File: src/rtl/audio_tx_pkg.sv
package audio_tx_pkg;
  localparam int DATA_W   = 32;
  localparam int SAMPLE_W = 16;

  localparam int EN_BIT     = 26;
  localparam int IRQ_EN_BIT = 23;
  localparam int READY_BIT  = 1;
  localparam int FULL_BIT   = 3;

  localparam logic [DATA_W-1:0] STATUS_MASK =
      (DATA_W'(1) << READY_BIT) | (DATA_W'(1) << FULL_BIT);

  localparam logic SEL_CTRL = 1'b0;
  localparam logic SEL_DATA = 1'b1;

  localparam logic [SAMPLE_W-1:0] MIDSCALE = SAMPLE_W'(1) << (SAMPLE_W - 1);

  function automatic logic [SAMPLE_W-1:0] to_offset(input logic [SAMPLE_W-1:0] s);
    return s + MIDSCALE;
  endfunction
endpackage

File: src/rtl/tx_tick_div.sv
module tx_tick_div #(
  parameter int TICK_DIV = 512
) (
  input  logic clk_i,
  input  logic rst_ni,
  input  logic run_i,
  output logic tick_o
);
  localparam int CNT_W = (TICK_DIV > 2) ? $clog2(TICK_DIV) : 1;
  localparam logic [CNT_W-1:0] LAST = CNT_W'(TICK_DIV - 1);

  logic [CNT_W-1:0] cnt_q;

  assign tick_o = run_i && (cnt_q == LAST);

  always_ff @(posedge clk_i or negedge rst_ni) begin
    if (!rst_ni)      cnt_q <= '0;
    else if (!run_i)  cnt_q <= '0;
    else if (tick_o)  cnt_q <= '0;
    else              cnt_q <= cnt_q + 1'b1;
  end
endmodule

File: src/rtl/tx_ctrl_regs.sv
module tx_ctrl_regs
  import audio_tx_pkg::*;
(
  input  logic              clk_i,
  input  logic              rst_ni,
  input  logic              wr_en_i,
  input  logic              wr_addr_i,
  input  logic [DATA_W-1:0] wr_data_i,
  input  logic              tick_i,
  output logic [DATA_W-1:0] ctrl_o,
  output logic [DATA_W-1:0] data_o,
  output logic              en_o,
  output logic              irq_en_o,
  output logic              ready_o,
  output logic              full_o
);
  logic [DATA_W-1:0] ctrl_q, data_q;
  logic ready_q, full_q;
  logic ctrl_wr, data_wr, en_rise;

  assign ctrl_wr = wr_en_i && (wr_addr_i == SEL_CTRL);
  assign data_wr = wr_en_i && (wr_addr_i == SEL_DATA);
  assign en_rise = ctrl_wr && wr_data_i[EN_BIT] && !ctrl_q[EN_BIT];

  always_ff @(posedge clk_i or negedge rst_ni) begin
    if (!rst_ni) begin
      ctrl_q <= '0;
      data_q <= '0;
    end else begin
      if (ctrl_wr) ctrl_q <= wr_data_i & ~STATUS_MASK;
      if (data_wr) data_q <= wr_data_i;
    end
  end

  // data write outranks the tick so a frame landing on a tick stays pending
  always_ff @(posedge clk_i or negedge rst_ni) begin
    if (!rst_ni) begin
      ready_q <= 1'b0;
      full_q  <= 1'b0;
    end else if (data_wr) begin
      ready_q <= 1'b0;
      full_q  <= 1'b1;
    end else if (en_rise || tick_i) begin
      ready_q <= 1'b1;
      full_q  <= 1'b0;
    end
  end

  assign ctrl_o   = ctrl_q;
  assign data_o   = data_q;
  assign en_o     = ctrl_q[EN_BIT];
  assign irq_en_o = ctrl_q[IRQ_EN_BIT];
  assign ready_o  = ready_q;
  assign full_o   = full_q;
endmodule

File: src/rtl/tx_sample_out.sv
module tx_sample_out
  import audio_tx_pkg::*;
(
  input  logic                clk_i,
  input  logic                rst_ni,
  input  logic                tick_i,
  input  logic                full_i,
  input  logic                irq_en_i,
  input  logic [DATA_W-1:0]   frame_i,
  output logic                valid_o,
  output logic                irq_o,
  output logic [SAMPLE_W-1:0] left_o,
  output logic [SAMPLE_W-1:0] right_o
);
  logic send;
  assign send = tick_i && full_i;

  always_ff @(posedge clk_i or negedge rst_ni) begin
    if (!rst_ni) begin
      valid_o <= 1'b0;
      irq_o   <= 1'b0;
      left_o  <= MIDSCALE;
      right_o <= MIDSCALE;
    end else begin
      valid_o <= send;
      irq_o   <= tick_i && irq_en_i;
      if (send) begin
        left_o  <= to_offset(frame_i[SAMPLE_W-1:0]);
        right_o <= to_offset(frame_i[2*SAMPLE_W-1:SAMPLE_W]);
      end
    end
  end
endmodule

File: src/rtl/audio_tx_port.sv
module audio_tx_port
  import audio_tx_pkg::*;
#(
  parameter int TICK_DIV = 512
) (
  input  logic                clk_i,
  input  logic                rst_ni,
  input  logic                wr_en_i,
  input  logic                wr_addr_i,
  input  logic [DATA_W-1:0]   wr_data_i,
  input  logic                rd_addr_i,
  output logic [DATA_W-1:0]   rd_data_o,
  output logic                dac_valid_o,
  output logic [SAMPLE_W-1:0] dac_left_o,
  output logic [SAMPLE_W-1:0] dac_right_o,
  output logic                tx_irq_o
);
  logic [DATA_W-1:0] ctrl_q, data_q;
  logic en_q, irq_en_q, ready_q, full_q, tick;

  tx_tick_div #(.TICK_DIV(TICK_DIV)) u_div (
    .clk_i (clk_i),
    .rst_ni(rst_ni),
    .run_i (en_q),
    .tick_o(tick)
  );

  tx_ctrl_regs u_regs (
    .clk_i    (clk_i),
    .rst_ni   (rst_ni),
    .wr_en_i  (wr_en_i),
    .wr_addr_i(wr_addr_i),
    .wr_data_i(wr_data_i),
    .tick_i   (tick),
    .ctrl_o   (ctrl_q),
    .data_o   (data_q),
    .en_o     (en_q),
    .irq_en_o (irq_en_q),
    .ready_o  (ready_q),
    .full_o   (full_q)
  );

  tx_sample_out u_out (
    .clk_i   (clk_i),
    .rst_ni  (rst_ni),
    .tick_i  (tick),
    .full_i  (full_q),
    .irq_en_i(irq_en_q),
    .frame_i (data_q),
    .valid_o (dac_valid_o),
    .irq_o   (tx_irq_o),
    .left_o  (dac_left_o),
    .right_o (dac_right_o)
  );

  always_comb begin
    if (rd_addr_i == SEL_DATA) rd_data_o = data_q;
    else begin
      rd_data_o = ctrl_q;
      rd_data_o[READY_BIT] = ready_q;
      rd_data_o[FULL_BIT]  = full_q;
    end
  end
endmodule

File: config.mk
export PLATFORM = sky130hd
export DESIGN_NAME = audio_tx_port
export DESIGN_NICKNAME = d
export VERILOG_FILES = /design/src/rtl/audio_tx_pkg.sv /design/src/rtl/tx_tick_div.sv /design/src/rtl/tx_ctrl_regs.sv /design/src/rtl/tx_sample_out.sv /design/src/rtl/audio_tx_port.sv
export SDC_FILE = /design/constraint.sdc
export NUM_CORES = 1
export LEC_CHECK = 0
export BUFFER_PORTS_ARGS = -buffer_cell sky130_fd_sc_hd__buf_2
export CAP_MARGIN = 10
export CORE_ASPECT_RATIO = 1.1
export CORE_UTILIZATION = 30
export CTS_CLUSTER_DIAMETER = 80
export DETAILED_ROUTE_END_ITERATION = 12
export GPL_TIMING_DRIVEN = 0
export SYNTH_ARGS = -nofsm -noshare
export SYNTH_HDL_FRONTEND = slang
export SYNTH_SLANG_ARGS = --single-unit
File: constraint.sdc
create_clock -name clk_i -period 2.1 [get_ports clk_i]
set_input_delay 0.21 -clock clk_i [delete_from_list [all_inputs] [get_ports clk_i]]
set_output_delay 0.21 -clock clk_i [all_outputs]
set_load 0.02 [all_outputs]
==> tab_implementation.tex <==
\begin{tabular}{lr}
\hline
Metric & Value \\
\hline
\multicolumn{2}{l}{\textbf{Status}} \\
\quad Outcome & complete, no violations \\
\multicolumn{2}{l}{\textbf{Floorplan}} \\
\quad DIE AREA & 0.0155 mm2 \\
\quad Standard cell core area & 0.0146 mm2 \\
\quad Number of top-level design ports & 103 \\
\quad Row count & 46 \\
\quad Starting density of the core & 0.310 \\
\quad Die Y-Extent & 131 um \\
\quad Horizontal extent of the die & 119 um \\
\multicolumn{2}{l}{\textbf{Routing}} \\
\quad Final routed wirelength across all metal layers & 9.71 mm \\
\quad Detailed-routing wirelength on met1 & 4.37 mm \\
\quad Antenna viol nets, final & 0 \\
\quad Amount of wire on met3 after detailed routing & 468 um \\
\quad Number of vias after detailed routing & 2698 \\
\quad DRC violations left & 0 \\
\quad First-pass DRT Iterations & 4 \\
\quad Average wire per standard cell & 16.2 um \\
\quad Avg Vias per Cell & 4.51 \\
\quad Top Layer Used & met4 \\
\quad Starting DRC count in detailed routing & 93 \\
\quad Met2 routed wirelength & 4.68 mm \\
\multicolumn{2}{l}{\textbf{Flow run}} \\
\quad Count of max-cap constraint violations & 0 \\
\multicolumn{2}{l}{\textbf{Clock tree}} \\
\quad Clock tree from TritonCTS & yes \\
\quad Clock latency of the later-clocked register in the worst-skew pair & 0.35 ns \\
\quad Maximum number of buffers from clock root to sink & 2 \\
\quad Number of sinks handled by clock tree synthesis & 107 \\
\quad Clock transition at the registers of the reported paths & 0.07 ns \\
\quad TritonCTS buffer count & 9 \\
\quad Resized cells post-CTS & 0 \\
\quad Max H-tree Level & 3 \\
\quad Cell chosen for the clock root & sky130\_fd\_sc\_hd\_\_clkbuf\_16 \\
\multicolumn{2}{l}{\textbf{Setup path}} \\
\quad Ordered cell list for the critical path & ha\_1 -> nand3\_1 -> nor2\_1 -> ha\_1 -> nand3\_4 -> buf\_6 -> mux2\_4 \\
\quad Data required, critical path & 2.33 ns \\
\quad Worst endpoint data arrival time & 2.16 ns \\
\quad Worst setup path category & reg -> reg \\
\quad Timing startpoint of the critical path & u\_div.cnt\_q[0] \\
\quad Setup crit start kind & register \\
\quad Max FO, Critical Path & 10 \\
\quad Last element of the critical path & u\_out.left\_o[12] \\
\quad Worst path most repeated cell & sky130\_fd\_sc\_hd\_\_ha\_1 \\
\quad Cell with the largest stage delay on the worst path & sky130\_fd\_sc\_hd\_\_dfrtp\_1 \\
\quad Reg2Reg Capture Point & u\_out.left\_o[12] \\
\quad Maximum single-stage delay on the critical path & 0.38 ns \\
\quad CP Capture Type & register \\
\quad Reg2reg setup slack & 0.17 ns \\
\quad Worst Reg-to-Reg Cells & 7 \\
\quad Beginning of the worst register-to-register path & u\_div.cnt\_q[0] \\
\multicolumn{2}{l}{\textbf{STA}} \\
\quad Number of endpoints with negative hold slack in the final report & 0 \\
\quad Achievable clock frequency & 0.519 GHz \\
\quad Final worst hold slack & 0.0987 ns \\
\quad Least setup slack across all paths after layout & 0.171 ns \\
\quad Final slew viol count & 0 \\
\quad Setup repair after global routing missed its margin & no \\
\quad Shortest period the worst path allows & 1.93 ns \\
\quad Slew @ Worst Pin & 0.693 ns \\
\quad Final clock period utilization by the worst path & 0.918 \\
\quad Headroom to the max-slew limit & 0.538 \\
\quad Worst Skew & 0.00662 ns \\
\quad Sum of negative setup slack & 0 ns \\
\quad Final count of negative-setup-slack endpoints & 0 \\
\multicolumn{2}{l}{\textbf{Cells and area}} \\
\quad Final instance count without filler cells & 598 \\
\quad Layout fillers & 1414 \\
\quad Count of antenna diodes in the layout & 0 \\
\quad Layout cell share with drive strength beyond 1 & 0.626 \\
\quad Final core utilization & 0.383 \\
\quad \# nets final & 441 \\
\quad Area growth, synth to finish & 23.6\% \\
\multicolumn{2}{l}{\textbf{GRT}} \\
\quad Number of antenna violations at the first check in global routing & 0 \\
\quad Via count of the first global-routing pass & 2910 \\
\quad GR Overflow Total & 0 \\
\quad GRT Overall Usage & 0.134 \\
\quad Maximum number of pins on one net before global-route repair & 57 \\
\quad Global-route wire length before repair & 15.6 mm \\
\multicolumn{2}{l}{\textbf{Logic synthesis}} \\
\quad Post-synth top area cell & sky130\_fd\_sc\_hd\_\_dfrtp\_1 \\
\quad Number of distinct library cells after synthesis & 25 \\
\quad Post-Syn Instances & 288 \\
\quad Yosys Warn Count & 0 \\
\quad Sequential share of the synthesized area & 0.594 \\
\quad Net count after synthesis & 327 \\
\quad Fraction of synthesized cell area taken by the top area cell type & 0.583 \\
\quad Avg Inst Size Synth & 15.7 um2 \\
\quad Number of register bits inferred by synthesis & 107 \\
\quad Biggest area contributors in the synthesized netlist & sky130\_fd\_sc\_hd\_\_dfrtp\_1, sky130\_fd\_sc\_hd\_\_mux2\_2, sky130\_fd\_sc\_hd\_\_mux2\_4, sky130\_fd\_sc\_hd\_\_dfstp\_2, sky130\_fd\_sc\_hd\_\_buf\_2 \\
\quad Cell area after synthesis & 0.00451 mm2 \\
\multicolumn{2}{l}{\textbf{Placed design}} \\
\quad Placed Cells & 582 \\
\quad Number of buffers inserted by port buffering & 101 \\
\quad Routability-driven placement congestion ratio & 0.696 \\
\quad Half-perimeter wire length of the detailed placement result & 6.82 mm \\
\quad Pre-CTS setup slack & 0.164 ns \\
\multicolumn{2}{l}{\textbf{Pwr}} \\
\quad Reported leakage power & 2.75 nW \\
\quad Worst ir drop on vdd & 0.000315 V \\
\quad Total power per unit cell area & 846 mW/mm2 \\
\multicolumn{2}{l}{\textbf{Hold path}} \\
\quad Hold/Removal Path Class & in -> reg \\
\hline
\end{tabular}
==> layout make-up <==
cell class / instances / area, um2 / area share
Clock buffer: 11 / 253 / 0.0453
Inverter: 1 / 3.75 / 0.000673
Sequential cell: 107 / 2680 / 0.481
Multi-Input combinational cell: 167 / 1740 / 0.313
Tap cell: 192 / 240 / 0.0431
Clock inverter: 4 / 26.3 / 0.00471
Buffer: 13 / 82.6 / 0.0148
Timing Repair Buffer: 103 / 546 / 0.0978
==> logic make-up (layout without fill, tap and decap cells) <==
| group | Yosys count | count (layout) | share of synthesized area |
|---|---|---|---|
| fa+ha+maj | 2 | 2 | 0.00555 |
| mux | 124 | 124 | 0.330 |
| flops | 107 | 107 | 0.594 |
| compound gates | 11 | 11 | 0.0128 |
| xor+xnor | 3 | 3 | 0.00583 |
| buf+inv | 14 | 132 | 0.0191 |
| simple gates | 27 | 27 | 0.0322 |
==> timing repair <==
action	CTS	global route
hold endpoints to repair	49	0
hold buffers	1	0
setup buffers	0	0
==> how the worst min path moves through the flow <==
stage,from,to,slack (ns),cells past startpoint
final,wr_data_i[3],u_regs.data_o[3],0.1,2
after global routing,wr_data_i[3],u_regs.data_o[3],0.09,2
after CTS,wr_data_i[3],u_regs.data_o[3],0.09,2
after detailed placement,rst_ni,u_regs.ctrl_o[22],0.30,1
after global placement,u_regs.data_o[15],u_out.left_o[15],0.43,1
after floorplan,rst_ni,u_div.cnt_q[0],-0.09,0
==> power breakdown <==
part	switching (mW)	total [mW]	internal, mW	leakage, nW
registers	0.127	2.38	2.26	1.34
clock network	0.730	1.59	0.860	0.137
logic	0.383	0.744	0.361	1.27
total	1.24	4.72	3.48	2.75
==> cells in the mapped netlist <==
library cell	count
sky130_fd_sc_hd__nand3_1	4
sky130_fd_sc_hd__ha_1	2
sky130_fd_sc_hd__xor2_1	2
sky130_fd_sc_hd__mux2_2	97
sky130_fd_sc_hd__mux2_1	2
sky130_fd_sc_hd__nand2b_1	1
sky130_fd_sc_hd__buf_6	3
sky130_fd_sc_hd__nor2b_1	2
sky130_fd_sc_hd__clkbuf_1	1
sky130_fd_sc_hd__dfstp_2	2
sky130_fd_sc_hd__or3_1	3
sky130_fd_sc_hd__xnor2_1	1
sky130_fd_sc_hd__and2_1	2
sky130_fd_sc_hd__and3_1	1
sky130_fd_sc_hd__dfrtp_1	105
sky130_fd_sc_hd__buf_2	9
sky130_fd_sc_hd__mux2_4	25
sky130_fd_sc_hd__o21ai_0	6
sky130_fd_sc_hd__a21oi_1	4
sky130_fd_sc_hd__inv_1	1
sky130_fd_sc_hd__nand3_4	1
sky130_fd_sc_hd__o21a_1	1
sky130_fd_sc_hd__nor2_1	6
sky130_fd_sc_hd__nand2_1	6
sky130_fd_sc_hd__nand4_1	1
==> critical path: cells and delay by family, from the launching register on <==
family                   cells  cell delay, ns
adder cells (fa/ha/maj)      2            0.50
flip-flops                   1            0.38
buffers and inverters        1            0.23
multiplexers                 1            0.31
AND/OR/NAND/NOR              3            0.40
==> layer usage <==
layer | vias to the layer above | GRT usage
li1 | 1244 | -
met1 | 1370 | 0.168
met2 | 72 | 0.216
met3 | 12 | 0.0369
met4 | 0 | 0.0640
met5 | - | 0
==> registers in the layout, indices dropped and copies added, names as in the netlist <==
name            flops
u_out.right_o      16
u_regs.full_o       1
u_regs.ready_o      1
u_out.valid_o       1
u_div.cnt_q         9
u_regs.data_o      32
u_out.irq_o         1
u_out.left_o       16
u_regs.ctrl_o      30
==> through the flow <==
step           cell area [um2]  power (mW)
2_1_floorplan             4510        2.89
3_3_place_gp              5260        3.13
3_5_place_dp              5290        3.18
4_1_cts                   5580        4.79
5_1_grt                   5580        4.95
6_report                  5580        4.72
==> layout by cell type, fill, tap and decap left out <==
master	synthesis	final
sky130_fd_sc_hd__buf_2	9	109
sky130_fd_sc_hd__dfrtp_1	105	105
sky130_fd_sc_hd__mux2_2	97	97
sky130_fd_sc_hd__mux2_4	25	25
sky130_fd_sc_hd__clkbuf_16	0	9
sky130_fd_sc_hd__o21ai_0	6	6
sky130_fd_sc_hd__nand2_1	6	6
sky130_fd_sc_hd__nor2_1	6	6
sky130_fd_sc_hd__nand3_1	4	4
sky130_fd_sc_hd__a21oi_1	4	4
sky130_fd_sc_hd__or3_1	3	3
sky130_fd_sc_hd__buf_6	3	3
sky130_fd_sc_hd__xor2_1	2	2
sky130_fd_sc_hd__nor2b_1	2	2
sky130_fd_sc_hd__and2_1	2	2
sky130_fd_sc_hd__mux2_1	2	2
sky130_fd_sc_hd__ha_1	2	2
sky130_fd_sc_hd__clkinv_2	0	2
sky130_fd_sc_hd__clkbuf_8	0	2
sky130_fd_sc_hd__dfstp_2	2	2
sky130_fd_sc_hd__nand4_1	1	1
sky130_fd_sc_hd__nand2b_1	1	1
sky130_fd_sc_hd__xnor2_1	1	1
sky130_fd_sc_hd__clkbuf_1	1	1
sky130_fd_sc_hd__nand3_4	1	1
sky130_fd_sc_hd__inv_1	1	1
sky130_fd_sc_hd__and3_1	1	1
sky130_fd_sc_hd__o21a_1	1	1
sky130_fd_sc_hd__clkinv_4	0	1
sky130_fd_sc_hd__clkinvlp_4	0	1
sky130_fd_sc_hd__dlygate4sd3_1	0	1
sky130_fd_sc_hd__buf_4	0	1
sky130_fd_sc_hd__buf_16	0	1
(Power assumes the default switching activity.)
